## src/rtl/outwin_pkg.sv

```systemverilog
package outwin_pkg;

   localparam int FLD_W = 8;

   typedef struct packed {
      logic [FLD_W-1:0] base;
      logic [FLD_W-1:0] mask;
      logic [FLD_W-1:0] xlat;
   } win_cfg_t;

   typedef struct packed {
      logic [3:0] spare;
      logic       io;
      logic [1:0] rdsel;
      logic       en;
   } win_ctl_t;

   localparam logic [3:0] CMD_IO_RD      = 4'h2;
   localparam logic [3:0] CMD_IO_WR      = 4'h3;
   localparam logic [3:0] CMD_MEM_RD     = 4'h6;
   localparam logic [3:0] CMD_MEM_WR     = 4'h7;
   localparam logic [3:0] CMD_MEM_RDMULT = 4'hC;
   localparam logic [3:0] CMD_MEM_RDLINE = 4'hE;

   function automatic logic [3:0] pick_cmd(input logic io, input logic [1:0] rdsel,
                                           input logic wr);
      logic [3:0] c;
      if (io)
         c = wr ? CMD_IO_WR : CMD_IO_RD;
      else if (wr)
         c = CMD_MEM_WR;
      else begin
         case (rdsel)
            2'b01:   c = CMD_MEM_RDLINE;
            2'b10:   c = CMD_MEM_RDMULT;
            default: c = CMD_MEM_RD;
         endcase
      end
      return c;
   endfunction

endpackage

```

## src/rtl/outwin_regs.sv

```systemverilog
module outwin_regs
   import outwin_pkg::*;
#(
   parameter int ADDR_W   = 32,
   parameter int NUM_WIN  = 3,
   parameter int OFS_W    = 8,
   parameter int WIN_OFS0 = 'h70,
   parameter int CTRL_OFS = 'h80
) (
   input  logic                           clk,
   input  logic                           rst,
   input  logic                           reg_wr,
   input  logic [OFS_W-1:0]               reg_addr,
   input  logic [ADDR_W-1:0]              reg_wdata,
   output logic [ADDR_W-1:0]              reg_rdata,
   output win_cfg_t [NUM_WIN-1:0]         cfg,
   output win_ctl_t [NUM_WIN-1:0]         ctl
);

   localparam int CFG_W  = 3 * FLD_W;
   localparam int PAD_W  = ADDR_W - CFG_W;
   localparam int CTL_W  = NUM_WIN * FLD_W;
   localparam int CPAD_W = ADDR_W - CTL_W;

   win_cfg_t [NUM_WIN-1:0] cfg_q;
   logic     [CTL_W-1:0]   ctl_q;

   always_ff @(posedge clk) begin
      if (rst) begin
         cfg_q <= '0;
         ctl_q <= '0;
      end else if (reg_wr) begin
         for (int i = 0; i < NUM_WIN; i++) begin
            if (reg_addr == OFS_W'(WIN_OFS0 + 4 * i))
               cfg_q[i] <= reg_wdata[ADDR_W-1 -: CFG_W];
         end
         if (reg_addr == OFS_W'(CTRL_OFS))
            ctl_q <= reg_wdata[ADDR_W-1 -: CTL_W];
      end
   end

   always_comb begin
      reg_rdata = '0;
      for (int i = 0; i < NUM_WIN; i++) begin
         if (reg_addr == OFS_W'(WIN_OFS0 + 4 * i))
            reg_rdata = {cfg_q[i], {PAD_W{1'b0}}};
      end
      if (reg_addr == OFS_W'(CTRL_OFS))
         reg_rdata = {ctl_q, {CPAD_W{1'b0}}};
   end

   assign cfg = cfg_q;

   for (genvar g = 0; g < NUM_WIN; g++) begin : g_ctl
      assign ctl[g] = ctl_q[CTL_W-1-FLD_W*g -: FLD_W];
   end

endmodule

```

## src/rtl/outwin_match.sv

```systemverilog
module outwin_match
   import outwin_pkg::*;
(
   input  win_cfg_t         cfg,
   input  win_ctl_t         ctl,
   input  logic [FLD_W-1:0] top,
   output logic             hit,
   output logic [FLD_W-1:0] xbyte
);

   logic [FLD_W-1:0] keep;

   assign keep  = ~cfg.mask;
   assign hit   = ctl.en && ((top & keep) == (cfg.base & keep));
   assign xbyte = (cfg.xlat & keep) | (top & cfg.mask);

endmodule

```

## src/rtl/outwin_pick.sv

```systemverilog
module outwin_pick
   import outwin_pkg::*;
#(
   parameter int NUM_WIN = 3
) (
   input  logic     [NUM_WIN-1:0]            hit,
   input  logic     [NUM_WIN-1:0][FLD_W-1:0] xbyte,
   input  win_ctl_t [NUM_WIN-1:0]            ctl,
   output logic                              any,
   output logic     [FLD_W-1:0]              sel_x,
   output win_ctl_t                          sel_ctl
);

   assign any = |hit;

   if (NUM_WIN == 1) begin : g_single
      assign sel_x   = hit[0] ? xbyte[0] : '0;
      assign sel_ctl = hit[0] ? ctl[0]   : '0;
   end else begin : g_multi
      always_comb begin
         sel_x   = '0;
         sel_ctl = '0;
         for (int i = NUM_WIN - 1; i >= 0; i--) begin
            if (hit[i]) begin
               sel_x   = xbyte[i];
               sel_ctl = ctl[i];
            end
         end
      end
   end

endmodule

```

## src/rtl/outwin_xlate.sv

```systemverilog
module outwin_xlate
   import outwin_pkg::*;
#(
   parameter int ADDR_W   = 32,
   parameter int NUM_WIN  = 3,
   parameter int OFS_W    = 8,
   parameter int WIN_OFS0 = 'h70,
   parameter int CTRL_OFS = 'h80
) (
   input  logic              clk,
   input  logic              rst,
   input  logic              reg_wr,
   input  logic [OFS_W-1:0]  reg_addr,
   input  logic [ADDR_W-1:0] reg_wdata,
   output logic [ADDR_W-1:0] reg_rdata,
   input  logic [ADDR_W-1:0] req_addr,
   input  logic              req_write,
   output logic [ADDR_W-1:0] out_addr,
   output logic              out_is_io,
   output logic [3:0]        out_cmd,
   output logic              out_miss
);

   localparam int LOW_W = ADDR_W - FLD_W;

   if (NUM_WIN < 1 || NUM_WIN * FLD_W >= ADDR_W) begin : g_bad_num
      $error("outwin_xlate: NUM_WIN control bytes must leave a spare byte");
   end
   if (ADDR_W < 4 * FLD_W) begin : g_bad_width
      $error("outwin_xlate: ADDR_W too small for three fields and a spare byte");
   end
   if (WIN_OFS0 + 4 * NUM_WIN > CTRL_OFS) begin : g_bad_map
      $error("outwin_xlate: window registers overlap the control register");
   end
   if (CTRL_OFS >= (1 << OFS_W)) begin : g_bad_ofs
      $error("outwin_xlate: control offset does not fit OFS_W");
   end

   win_cfg_t [NUM_WIN-1:0]            cfg;
   win_ctl_t [NUM_WIN-1:0]            ctl;
   logic     [NUM_WIN-1:0]            hit;
   logic     [NUM_WIN-1:0][FLD_W-1:0] xbyte;
   logic                              any;
   logic     [FLD_W-1:0]              sel_x;
   win_ctl_t                          sel_ctl;

   outwin_regs #(
      .ADDR_W(ADDR_W), .NUM_WIN(NUM_WIN), .OFS_W(OFS_W),
      .WIN_OFS0(WIN_OFS0), .CTRL_OFS(CTRL_OFS)
   ) i_regs (
      .clk(clk), .rst(rst), .reg_wr(reg_wr), .reg_addr(reg_addr),
      .reg_wdata(reg_wdata), .reg_rdata(reg_rdata), .cfg(cfg), .ctl(ctl)
   );

   for (genvar g = 0; g < NUM_WIN; g++) begin : g_win
      outwin_match i_match (
         .cfg(cfg[g]), .ctl(ctl[g]), .top(req_addr[ADDR_W-1 -: FLD_W]),
         .hit(hit[g]), .xbyte(xbyte[g])
      );
   end

   outwin_pick #(.NUM_WIN(NUM_WIN)) i_pick (
      .hit(hit), .xbyte(xbyte), .ctl(ctl),
      .any(any), .sel_x(sel_x), .sel_ctl(sel_ctl)
   );

   assign out_miss  = !any;
   assign out_addr  = any ? {sel_x, req_addr[LOW_W-1:0]} : '0;
   assign out_is_io = any & sel_ctl.io;
   assign out_cmd   = any ? pick_cmd(sel_ctl.io, sel_ctl.rdsel, req_write) : 4'h0;

endmodule

```

## config.mk

```make
export PLATFORM = sky130hd
export DESIGN_NAME = outwin_xlate
export DESIGN_NICKNAME = d
export VERILOG_FILES = /design/src/rtl/outwin_pkg.sv /design/src/rtl/outwin_regs.sv /design/src/rtl/outwin_match.sv /design/src/rtl/outwin_pick.sv /design/src/rtl/outwin_xlate.sv
export SDC_FILE = /design/constraint.sdc
export NUM_CORES = 1
export LEC_CHECK = 0
export BUFFER_PORTS_ARGS = -buffer_cell sky130_fd_sc_hd__buf_2
export CAP_MARGIN = 0
export CORE_MARGIN = 5
export CORE_UTILIZATION = 50
export CTS_CLUSTER_DIAMETER = 200
export DETAILED_ROUTE_END_ITERATION = 10
export PLACE_DENSITY = 0.77
export SLEW_MARGIN = 20
export SYNTH_ARGS = -nofsm -noshare
export SYNTH_HDL_FRONTEND = slang
export SYNTH_SLANG_ARGS = --single-unit
```

## constraint.sdc

```tcl
create_clock -name clk -period 4.2 [get_ports clk]
set_clock_uncertainty 0.2 [all_clocks]
set_input_delay 0.84 -clock clk [delete_from_list [all_inputs] [get_ports clk]]
set_output_delay 0.84 -clock clk [all_outputs]
set_load 0.01 [all_outputs]
```

==> impl_metrics.json <==
{
  "grt_pass1_vias": 5247,
  "slew_violations": 0,
  "die_area_sq_um": 12600,
  "grt_pass1_wl_microns": 27200,
  "max_slew_margin_pct": 25.9,
  "ant_nets": 0,
  "path_cells": "buf_2 -> xor2_1 -> a222oi_1 -> and4_4 -> o21ai_4 -> o211ai_1 -> o21a_1 -> ha_1 -> nor4_2 -> buf_2",
  "io_buffers": 129,
  "track_usage_pct": 26.9,
  "num_io_pins": 146,
  "ys_seq_area_share_pct": 36.9,
  "wl_per_cell_microns": 18.6,
  "synth_warnings": 0,
  "start_kind": "input port",
  "grt-ovfl-total": 0,
  "syn_inst": 686,
  "cp_num_buf_inv": 2,
  "cts_sinks": 96,
  "ir_worst_vdd_mv": 0.137,
  "cts_tree": "yes",
  "coreArea_sq_um": 10200,
  "synth_area_sq_um": 5210,
  "clk_latency_ns": 0.37,
  "slowest_delay_ns": 0.51,
  "status": "finished clean",
  "slowest_stage": "a222oi_1",
  "crit_path_end_kind": "primary output",
  "root_buffer": "clkbuf_8",
  "syn2layout_area_growth_pct": 15.6,
  "cts_setup_buffers": 0,
  "tns_ns": 0,
  "vias": 5360,
  "wl_microns": 17300,
  "min_to": "i_regs.ctl_q[14]$_SDFFE_PP0P_",
  "setup_viol": 0,
  "row_count": 37,
  "yosysUniqueCellTypes": 49,
  "worstPathArrival_ns": 3.04,
  "cts_made_buffers": 9,
  "synth_async_sr_flop_share_pct": 0,
  "path_clk_slew_ns": 0.09,
  "layout.nets": 864,
  "clockBufferDepth": 2,
  "syn_avg_cell_area_sq_um": 7.60,
  "rsz0062_at_grt": "no",
  "crit_required_ns": 3.16,
  "r2r-end": "i_regs.cfg[35]$_SDFFE_PP0P_",
  "ys_seq_elements": 96,
  "post-route-period-util_pct": 97.3,
  "pwr_density_cell_nw_per_um2": 276,
  "synth_flop_cell": "dfxtp_1",
  "drcViolationCount": 0,
  "drtIter0Drc": 558,
  "drv_cap": 0,
  "crit_family": "compound AO/OA/AOI/OAI gates",
  "tightest_slew_ns": 1.11,
  "grt_max_degree": 40,
  "finalCriticalPeriod_ns": 4.08,
  "viasPerCell": 5.78,
  "final_util_pct": 58.9,
  "n_antenna_cell": 0,
  "rr_startpoint": "i_regs.cfg[35]$_SDFFE_PP0P_",
  "p_leak_nw": 2.30,
  "dr.pass1.iters": 6,
  "cts_resized": 0,
  "hold_viol_final": 0,
  "max_freq_ghz": 0.245,
  "die_y_microns": 112,
  "crit_type": "input port to primary output",
  "routabilityCongestion": 1.01,
  "path_max_fanout": 6,
  "synth_edf_count": 0,
  "hp-start": "i_regs.ctl_q[14]$_SDFFE_PP0P_",
  "cpMostUsedCell": "buf_2",
  "antenna_found_initial": 0,
  "min_path_type": "register to register",
  "worstRegToRegCells": 2,
  "initial_core_util_pct": 50.9,
  "h-tree-depth": 3,
  "die_w_microns": 112,
  "dp_hpwl_microns": 12100,
  "rrSetupSlack_ns": 3.18,
  "p_total_mw": 1.66,
  "hold_buffers": 0,
  "drive_gt1_share_pct": 22.7,
  "min_path_cells": 2,
  "holdWs_ns": 0.257
}
-- cell usage after synthesis, drive strengths merged (2+ instances only) --
library cell  number  share of area, %
inv                7              0.50
clkbuf            25               1.8
a22oi             10               1.4
nand3              4              0.48
dfxtp             96                37
a21oi            120                12
buf               38               5.1
o21a               2              0.29
and2              29               3.5
xnor2             21               4.0
mux2i             24               4.6
nor3               7               1.1
o211ai             3              0.53
nor2              30               2.2
nor4               2              0.48
a222oi            17               3.3
o22a               2              0.34
o221a              8               1.7
a31oi              7               1.1
o21ai              4              0.60
o22ai              5              0.60
nand2            207                15
or3                2              0.24
xor2               3              0.50
-- worst register-to-register path, cell delays in order (launching register included) --
cell and delay [ns]:
dfxtp_1 0.47, nand2_1 0.08, a21oi_1 0.20
-- power by group --
part | switching [mW] | total (mW) | internal (mW)
combinational | 0.0668 | 0.108 | 0.0412
sequential | 0.00125 | 0.912 | 0.910
clock | 0.331 | 0.641 | 0.310
total | 0.399 | 1.66 | 1.26
-- cell families (layout without fill, tap and decap cells) --
family	count (synthesis)	in the layout	share of synthesized area, %
other cells	1	8	0.0719
flops	96	96	36.9
fa+ha+maj	1	1	0.240
xor+xnor	24	24	4.46
simple gates	291	291	24.7
mux	24	24	4.61
buf+inv	70	169	7.44
compound gates	179	179	21.6
-- stage by stage --
stage               std cells  setup WS [ns]  area [sq um]
global placement          912          0.174          5820
CTS                       928          0.104          6030
floorplan                 693          0.371          5240
global route              928         0.0146          6030
finish                    928          0.115          6030
detailed placement        912          0.117          5820
-- metal layers --
metal  share of wire (%)  track usage (%)
met4                 3.9             13.7
met5                   0                0
met3                  11             5.93
met1                  40             35.2
met2                  45             41.8
-- state kept, by name (all words and copies together) (netlist names) --
signal and flops:
i_regs.cfg 72, i_regs.ctl_q 24
-- area by class of cell --
| class | instances | area [sq um] |
|---|---|---|
| fillers | 917 | 4200 |
| multi-input cells | 527 | 2930 |
| repair buffers | 146 | 773 |
| well taps | 136 | 170 |
| flip-flops and latches | 96 | 1920 |
| clock buffers | 12 | 155 |
| inverters | 7 | 26.3 |
| clock inverters | 4 | 51.3 |
-- cell usage in the layout (no fill, tap or decap), types with 3 or more instances in the layout --
cell and n:
xnor2_1 18, nand3_1 3, buf_2 129, a222oi_1 17, and2_1 29, xnor2_2 3, buf_4 17, clkbuf_8 11
nor2_1 30, a21oi_1 120, conb_1 8, a22oi_1 10, xor2_1 3, a31oi_1 6, inv_1 6, o22ai_1 5
dfxtp_1 96, o221a_1 8, mux2i_1 24, nor3_1 4, nand2_1 206
-- how the worst max path moves through the flow --
stage                 end  depth (start not counted)    startpoint  slack, ns
2_1_floorplan  out_cmd[3]                          9  req_addr[30]       0.37
3_3_place_gp   out_cmd[3]                         10  req_addr[29]       0.17
3_5_place_dp   out_cmd[3]                         10  req_addr[29]       0.12
4_1_cts        out_cmd[3]                         10  req_addr[29]       0.10
5_1_grt        out_cmd[3]                         10  req_addr[29]       0.01
6_report       out_cmd[3]                         10  req_addr[29]       0.12
(Power assumes the default switching activity.)
